--- src/rtl/dpca_pkg.sv ---
package dpca_pkg;
    typedef enum logic [1:0] {
        OWN_NONE  = 2'd0,
        OWN_LEFT  = 2'd1,
        OWN_RIGHT = 2'd2
    } owner_e;

    typedef enum logic {
        SIDE_LEFT  = 1'b0,
        SIDE_RIGHT = 1'b1
    } side_e;

    localparam int NUM_PORTS = 2;
endpackage

--- src/rtl/dpca_port_track.sv ---
module dpca_port_track #(
    parameter int ADDR_W = 12
) (
    input  logic              clk,
    input  logic              rst_n,
    input  logic              en,
    input  logic [ADDR_W-1:0] addr,
    output logic              held
);
    typedef struct packed {
        logic              en;
        logic [ADDR_W-1:0] addr;
    } hist_t;

    hist_t hist_d, hist_q;

    always_comb begin
        hist_d      = hist_q;
        hist_d.en   = en;
        hist_d.addr = addr;
    end

    always_ff @(posedge clk or negedge rst_n) begin
        if (!rst_n) hist_q <= '0;
        else        hist_q <= hist_d;
    end

    // request unchanged since last clock
    assign held = en && hist_q.en && (hist_q.addr == addr);
endmodule

--- src/rtl/dpca_owner_fsm.sv ---
module dpca_owner_fsm
    import dpca_pkg::*;
#(
    parameter side_e TIE_WINNER = SIDE_LEFT
) (
    input  logic   clk,
    input  logic   rst_n,
    input  logic   contend,
    input  logic   lt_held,
    input  logic   rt_held,
    output owner_e owner_now
);
    typedef struct packed {
        owner_e owner;
    } state_t;

    state_t st_d, st_q;
    owner_e tie_pick;

    generate
        if (TIE_WINNER == SIDE_LEFT) begin : g_tie_left
            assign tie_pick = OWN_LEFT;
        end else begin : g_tie_right
            assign tie_pick = OWN_RIGHT;
        end
    endgenerate

    always_comb begin
        st_d = st_q;
        if (!contend) begin
            st_d.owner = OWN_NONE;
        end else if (st_q.owner == OWN_NONE) begin
            if (lt_held && !rt_held)      st_d.owner = OWN_LEFT;
            else if (rt_held && !lt_held) st_d.owner = OWN_RIGHT;
            else                          st_d.owner = tie_pick;
        end
    end

    always_ff @(posedge clk or negedge rst_n) begin
        if (!rst_n) st_q <= '{owner: OWN_NONE};
        else        st_q <= st_d;
    end

    assign owner_now = st_d.owner;
endmodule

--- src/rtl/dpca_out_qual.sv ---
module dpca_out_qual
    import dpca_pkg::*;
(
    input  logic                 master_mode,
    input  owner_e               owner,
    input  logic [NUM_PORTS-1:0] en,
    input  logic [NUM_PORTS-1:0] wr,
    input  logic [NUM_PORTS-1:0] busy_in_n,
    output logic [NUM_PORTS-1:0] busy_n,
    output logic [NUM_PORTS-1:0] wr_ok,
    output logic [NUM_PORTS-1:0] rd_ok
);
    for (genvar p = 0; p < NUM_PORTS; p++) begin : g_port
        localparam owner_e RIVAL = (p == 0) ? OWN_RIGHT : OWN_LEFT;
        logic lose;
        logic blocked;

        assign lose     = (owner == RIVAL);
        assign busy_n[p] = master_mode ? !lose : busy_in_n[p];
        assign blocked  = !busy_n[p];
        assign wr_ok[p] = en[p] && wr[p] && !blocked;
        assign rd_ok[p] = en[p] && !wr[p];
    end
endmodule

--- src/rtl/dpca_arbiter.sv ---
module dpca_arbiter
    import dpca_pkg::*;
#(
    parameter int    ADDR_W     = 12,
    parameter side_e TIE_WINNER = SIDE_LEFT
) (
    input  logic              clk,
    input  logic              rst_n,
    input  logic              master_mode,
    input  logic              lt_en,
    input  logic              lt_wr,
    input  logic [ADDR_W-1:0] lt_addr,
    input  logic              rt_en,
    input  logic              rt_wr,
    input  logic [ADDR_W-1:0] rt_addr,
    input  logic              lt_busy_in_n,
    input  logic              rt_busy_in_n,
    output logic              lt_busy_n,
    output logic              rt_busy_n,
    output logic              lt_wr_ok,
    output logic              rt_wr_ok,
    output logic              lt_rd_ok,
    output logic              rt_rd_ok
);
    logic [NUM_PORTS-1:0]             en_v, wr_v, bin_v, bout_v, wok_v, rok_v, held_v;
    logic [NUM_PORTS-1:0][ADDR_W-1:0] addr_v;
    logic                             contend;
    owner_e                           owner;

    assign en_v   = {rt_en, lt_en};
    assign wr_v   = {rt_wr, lt_wr};
    assign addr_v = {rt_addr, lt_addr};
    assign bin_v  = {rt_busy_in_n, lt_busy_in_n};

    for (genvar p = 0; p < NUM_PORTS; p++) begin : g_trk
        dpca_port_track #(.ADDR_W(ADDR_W)) u_trk (
            .clk  (clk),
            .rst_n(rst_n),
            .en   (en_v[p]),
            .addr (addr_v[p]),
            .held (held_v[p])
        );
    end

    assign contend = lt_en && rt_en && (lt_addr == rt_addr);

    dpca_owner_fsm #(.TIE_WINNER(TIE_WINNER)) u_fsm (
        .clk      (clk),
        .rst_n    (rst_n),
        .contend  (contend),
        .lt_held  (held_v[0]),
        .rt_held  (held_v[1]),
        .owner_now(owner)
    );

    dpca_out_qual u_qual (
        .master_mode(master_mode),
        .owner      (owner),
        .en         (en_v),
        .wr         (wr_v),
        .busy_in_n  (bin_v),
        .busy_n     (bout_v),
        .wr_ok      (wok_v),
        .rd_ok      (rok_v)
    );

    assign lt_busy_n = bout_v[0];
    assign rt_busy_n = bout_v[1];
    assign lt_wr_ok  = wok_v[0];
    assign rt_wr_ok  = wok_v[1];
    assign lt_rd_ok  = rok_v[0];
    assign rt_rd_ok  = rok_v[1];
endmodule

--- config.mk ---
export PLATFORM = sky130hd
export DESIGN_NAME = dpca_arbiter
export DESIGN_NICKNAME = d
export VERILOG_FILES = /design/src/rtl/dpca_pkg.sv /design/src/rtl/dpca_port_track.sv /design/src/rtl/dpca_owner_fsm.sv /design/src/rtl/dpca_out_qual.sv /design/src/rtl/dpca_arbiter.sv
export SDC_FILE = /design/constraint.sdc
export NUM_CORES = 1
export LEC_CHECK = 0
export BUFFER_PORTS_ARGS = -buffer_cell sky130_fd_sc_hd__clkbuf_2
export CORE_MARGIN = 10
export CORE_UTILIZATION = 53
export DETAILED_ROUTE_END_ITERATION = 6
export PLACE_DENSITY = 0.85
export SYNTH_ARGS = -nofsm -noshare
export SYNTH_HDL_FRONTEND = slang
export SYNTH_SLANG_ARGS = --single-unit
export TNS_END_PERCENT = 1
--- constraint.sdc ---
create_clock -name clk -period 3.35 [get_ports clk]
set_input_delay 0.335 -clock clk [delete_from_list [all_inputs] [get_ports clk]]
set_output_delay 0.335 -clock clk [all_outputs]
set_load 0.01 [all_outputs]
== Word-level counts from Yosys, hierarchy flattened ==
Index checks and enable logic that the tools add are counted.
Storage, ports and cells
  output and inout port bits: 6
  register bits: 28
  word-level logic and storage cells: 37
  bits of input ports: 33
Cells by class
  multiplexer cells: 6
  reduce and logical (&&, ||, !) cells: 21
  eq/ne operators: 5
Operators with widths (count)
  equality test 12 bit: 3
  logical AND 1 bit: 14
  two-way mux 2 bit: 4
  zero test 1 bit: 6
  equality test 2 x 1 -> 1 bit, second input constant: 1
  equality test 2 bit, second input constant: 1
  zero test 2 bit: 1
  two-way mux 1 bit: 2

== Longest topological paths before layout ==
  word-level depth: 12
  mapped depth: 5
  mapped depth without buffers: 5

== Modules after synthesis ==
From an unflattened synthesis, not the netlist that was laid out.
Second synthesis, totals
  cell total of the unflattened synthesis: 97
  area, all modules: 1234.9 sq um
Modules (own cells, without submodules)
  dpca_port_track: sequential area each 325.3 sq um, cells each 30, instances 2, area an instance 465.4 sq um
  dpca_arbiter: sequential area each 0.0 sq um, cells each 17, instances 1, area an instance 140.1 sq um
  dpca_owner_fsm: sequential area each 50.0 sq um, cells each 8, instances 1, area an instance 91.3 sq um
  dpca_out_qual: sequential area each 0.0 sq um, cells each 12, instances 1, area an instance 72.6 sq um

== Worst setup path before layout ==
OpenSTA, ideal clock, no wires.
  path kind: register -> output
  start: reg g_trk[0].u_trk.hist_q[11] (netlist bit)
  end: out lt_wr_ok
  arrival time: 1384 ps
  path buffers: 0
  stages on the path, launching flop included: 6
  required time: 3015 ps
  setup slack: 1631 ps
  path through: dfrtp_1 > xnor2_1 > nand4_1 > nor4_4 > o22ai_1 > a211oi_2
Between the ends
  cells in the longest elaborated chain, start to end: 12
  elaborated cells between the ends (all ways): 13
  those cells by class: eq/ne: 2; mux: 5; reduce/logical: 6
Ends and longest elaborated chain
  from (decl): RTL line dpca_port_track.sv:15  | hist_t hist_d, hist_q;
  from (signal assigned): RTL line dpca_port_track.sv:25  | else hist_q <= hist_d;
  equality test 12 bit *: RTL line dpca_port_track.sv:29  | assign held = en && hist_q.en && (hist_q.addr == addr);
  logical AND 1 bit *: RTL line dpca_port_track.sv:29
  zero test 1 bit: RTL line dpca_owner_fsm.sv:34  | else if (rt_held && !lt_held) st_d.owner = OWN_RIGHT;
  logical AND 1 bit: RTL line dpca_owner_fsm.sv:34
  two-way mux 2 bit: RTL line dpca_owner_fsm.sv:34
  two-way mux 2 bit *: RTL line dpca_owner_fsm.sv:33  | if (lt_held && !rt_held) st_d.owner = OWN_LEFT;
  two-way mux 2 bit *: RTL line dpca_owner_fsm.sv:32  | end else if (st_q.owner == OWN_NONE) begin
  two-way mux 2 bit *: RTL line dpca_owner_fsm.sv:30  | if (!contend) begin
  equality test 2 bit *: RTL line dpca_out_qual.sv:18  | assign lose = (owner == RIVAL);
  zero test 1 bit *: RTL line dpca_out_qual.sv:19  | assign busy_n[p] = master_mode ? !lose : busy_in_n[p];
  two-way mux 1 bit *: RTL line dpca_out_qual.sv:19
  logical AND 1 bit *: RTL line dpca_out_qual.sv:21  | assign wr_ok[p] = en[p] && wr[p] && !blocked;
  to (decl): RTL line dpca_arbiter.sv:20  | output logic lt_wr_ok,
Every way passes the cells marked *; elsewhere a longest branch is shown, timed or not.

== Worst setup path after layout ==
  start: reg g_trk[0].u_trk.hist_q[3] (netlist bit)
  end: out lt_wr_ok
Same word-level chain as after synthesis.

==> summary.md <==
| Metric | Value |
|---|---|
| Outcome | finished clean |
| H-tree depth | 1 |
| Chip Height | 68.57 um |
| Post-synth top area share | 56.06% |
| Max Cap Viol | 0 |
| Syn Std Cell Area | about 1200 um^2 |
| WP data arrival | 1990 ps |
| Pre-antenna DRT Iters | 4 |
| CP Capture Point | lt_wr_ok |
| Vias | ~860 |
| Num Clock Sinks | 28 |
| WL final | 2750 um |
| RR Startpoint | g_trk[0].u_trk.hist_q[3] |
| ANT cells | 0 |
| Highest metal used | met4 |
| Vias in the first global route | a little under 1,000 |
| Peak Freq | 0.4310 GHz |
| GRT Util Overall | 13.02% |
| Hold Crit Class | input port to asynchronous set/reset pin |
| Routed len/inst | 16.77 um |
| Largest stage delay, worst path | roughly 400 ps |
| Initial antenna violation count | 0 |
| Net Count, Synth | roughly 130 |
| Worst R2R Setup Slack | 1850 ps |
| Min Tclk post-route | roughly 2300 ps |
| CP Cell Sequence | xnor2_1 > nand4_1 > nor4_4 > o22ai_1 > a211oi_2 > clkbuf_2 |
| RSZ-0062 raised after global routing | no |
| Die W | 68.57 um |
| Largest net degree at the start of global routing | 29 |
| Post-route ant nets | 0 |
| Residual DRC count | 0 |
| Critical-path top delay cell | dfrtp_1 |
| Mean Syn Cell Area | 13.16 um^2 |
| CTS buffer count | 3 |
| Synth warn | 0 |
| Wire length on met1 | 990 um |
| Buf/Inv on CP | 1 |
| Area leader, netlist | dfrtp_1 |
| Setup CP Type | flop to output pin |
| Final net count | ~170 |
| VDD IR-drop max | 0.0003796 V |
| Layout cells sized above 1 | 35.29% |
| Via density per instance | 5.226 |
| Final Cycle Share | between 60 and 70% |
| Clk_lat worst skew | 330 ps |
| Hold buffers post-CTS | 0 |
| Met3 Routed Length | 220 um |
| Crit Reg-Reg Endpoint | u_fsm.st_q[1] |
| Hold slack | 6.839 ps |
| Register bit total from synthesis | 28 |
| # setup viols final | 0 |
| Row Count | 17 |
| Unique masters post-synth | 21 |
| Max_slew headroom | 56.06% |
| Wire length on met2 | between 1000 and 1500 um |
| Sequential-to-total area share from yosys stat | 56.06% |
| Fillers | 174 |
| Count of cells resized by post-cts repair | 0 |
| Crit. Startpoint | g_trk[0].u_trk.hist_q[3] |
| TritonCTS clock tree | built |
| Initial Util | 55.97% |
| Layout area overhead | 19.82% |
| Gr ovfl total | 0 |
| Clock buffer depth | 2 |
| R2R depth | 5 |
| Max-slew violation count | 0 |
| Final Hold Fails | 0 |
| Pwr dens | slightly below 400 nW/um^2 |
| Global-route wire length before repair | around 4500 um |
| DP HPWL | 2217 um |
| Worst Path Required | 3010 ps |
| Critical path capture point type | output pin |
| # port buffers | 38 |
| Post-Route Setup TNS | 0 ps |
| DRT iter0 DRCs | 28 |
| Clock transition at path regs | 130 ps |
| Top delay family on crit path | simple AND/OR/NAND/NOR gates |
| Worst Skew | 4.014 ps |
| Synth area leaders | dfrtp_1 56%, xnor2_1 17%, xor2_1 8.4% |
| Final GP Congestion | 0.7925 |
| Root buf cell | clkbuf_4 |
| Postcts setup bufs | 0 |
| Crit Path Max Fanout | 4 |
| Slew @ Worst Pin | 659.1 ps |
| Worst Setup Start Kind | flop |
| Mapped Cells | 95 |
| Die area | 4701 um^2 |
| Crit path depth | 6 |
| I/O pins | 39 |
| LEAKAGE | 0.6601 nW |
| CORE AREA | 2233 um^2 |
## cell usage in the layout, fill, tap and decap left out
master / instances
xnor2_1: 24
o221a_2: 1
nor4_4: 1
o21ai_0: 1
nand4_1: 5
o22ai_1: 1
dfrtp_1: 28
o2111a_1: 1
nor2b_1: 2
o21a_1: 1
nor3_1: 2
xor2_1: 12
nor4_2: 3
a21oi_1: 1
and2_1: 2
nand3_1: 4
clkbuf_4: 3
o2111ai_2: 1
clkbuf_2: 38
a211oi_2: 1
inv_1: 1
nor2_1: 1
nand2_1: 2
## metrics by stage
step                      cell area, um^2  cells  power (mW)  utilization [%]  worst slack, ps
after floorplan                      1250     95      0.4150                -             1631
after global placement               1475    161      0.4623            66.05             1277
after detailed placement             1475    161      0.4673            66.05             1268
after CTS                            1498    164      0.5979            67.06             1027
after global routing                 1498    164      0.6211            67.06            873.7
final                                1498    164      0.5947            67.06             1030
## Yosys cell counts
| cell type | number |
|---|---|
| nand4_1 | 5 |
| and2_1 | 2 |
| nor4_2 | 3 |
| o221a_2 | 1 |
| dfrtp_1 | 28 |
| o21ai_0 | 1 |
| xnor2_1 | 24 |
| nor2b_1 | 2 |
| a211oi_2 | 1 |
| xor2_1 | 12 |
| nand2_1 | 2 |
| a21oi_1 | 1 |
| o22ai_1 | 1 |
| nor2_1 | 1 |
| o2111a_1 | 1 |
| nor3_1 | 2 |
| inv_1 | 1 |
| nor4_4 | 1 |
| o2111ai_2 | 1 |
| o21a_1 | 1 |
| nand3_1 | 4 |
## flip-flops by register name (all words and copies together) (netlist names)
register	flops
g_trk.u_trk.hist_q	26
u_fsm.st_q	2
## worst min-delay path by stage
stage                                     to   from  slack [ps]  depth (start not counted)
floorplan           g_trk[0].u_trk.hist_q[0]  rst_n          40                          0
global placement    g_trk[1].u_trk.hist_q[2]  rst_n         390                          1
detailed placement  g_trk[1].u_trk.hist_q[9]  rst_n         400                          1
CTS                 g_trk[1].u_trk.hist_q[9]  rst_n          40                          1
global route        g_trk[1].u_trk.hist_q[2]  rst_n          40                          1
finish              g_trk[1].u_trk.hist_q[2]  rst_n           7                          1
## power breakdown
| part | switching [mW] | internal (mW) | total (mW) |
|---|---|---|---|
| Sequential | 0.00691 | 0.354 | 0.361 |
| Clock | 0.0923 | 0.0423 | 0.135 |
| Combinational | 0.0535 | 0.0460 | 0.0995 |
## routing by layer
metal	global-route usage, %	vias to the layer above
met2	23.27	26
met1	13.52	417
met3	3.221	4
met5	0	-
met4	7.538	0
li1	-	410
## cells by family after synthesis
group	share of synthesized area, %
compound gates	5.905
simple gates	12.51
xor+xnor	25.23
flops	56.06
buf+inv	0.3000
## layout make-up
cell class / instances / area, um^2 / area share [%]
sequential: 28 / 700.7 / 46.78
inverter: 1 / 3.754 / 0.2506
clock buffer: 3 / 22.52 / 1.504
timing repair buffer: 38 / 190.2 / 12.70
multi-input combinational: 66 / 545.5 / 36.42
tap: 28 / 35.03 / 2.339
## worst register-to-register path, cell delays in order (launching register included)
cell	delay, ps
dfrtp_1	400
xnor2_1	140
nand4_1	180
nor4_4	380
o21ai_0	140
and2_1	170
No activity file was read; power rests on OpenSTA's default activity.
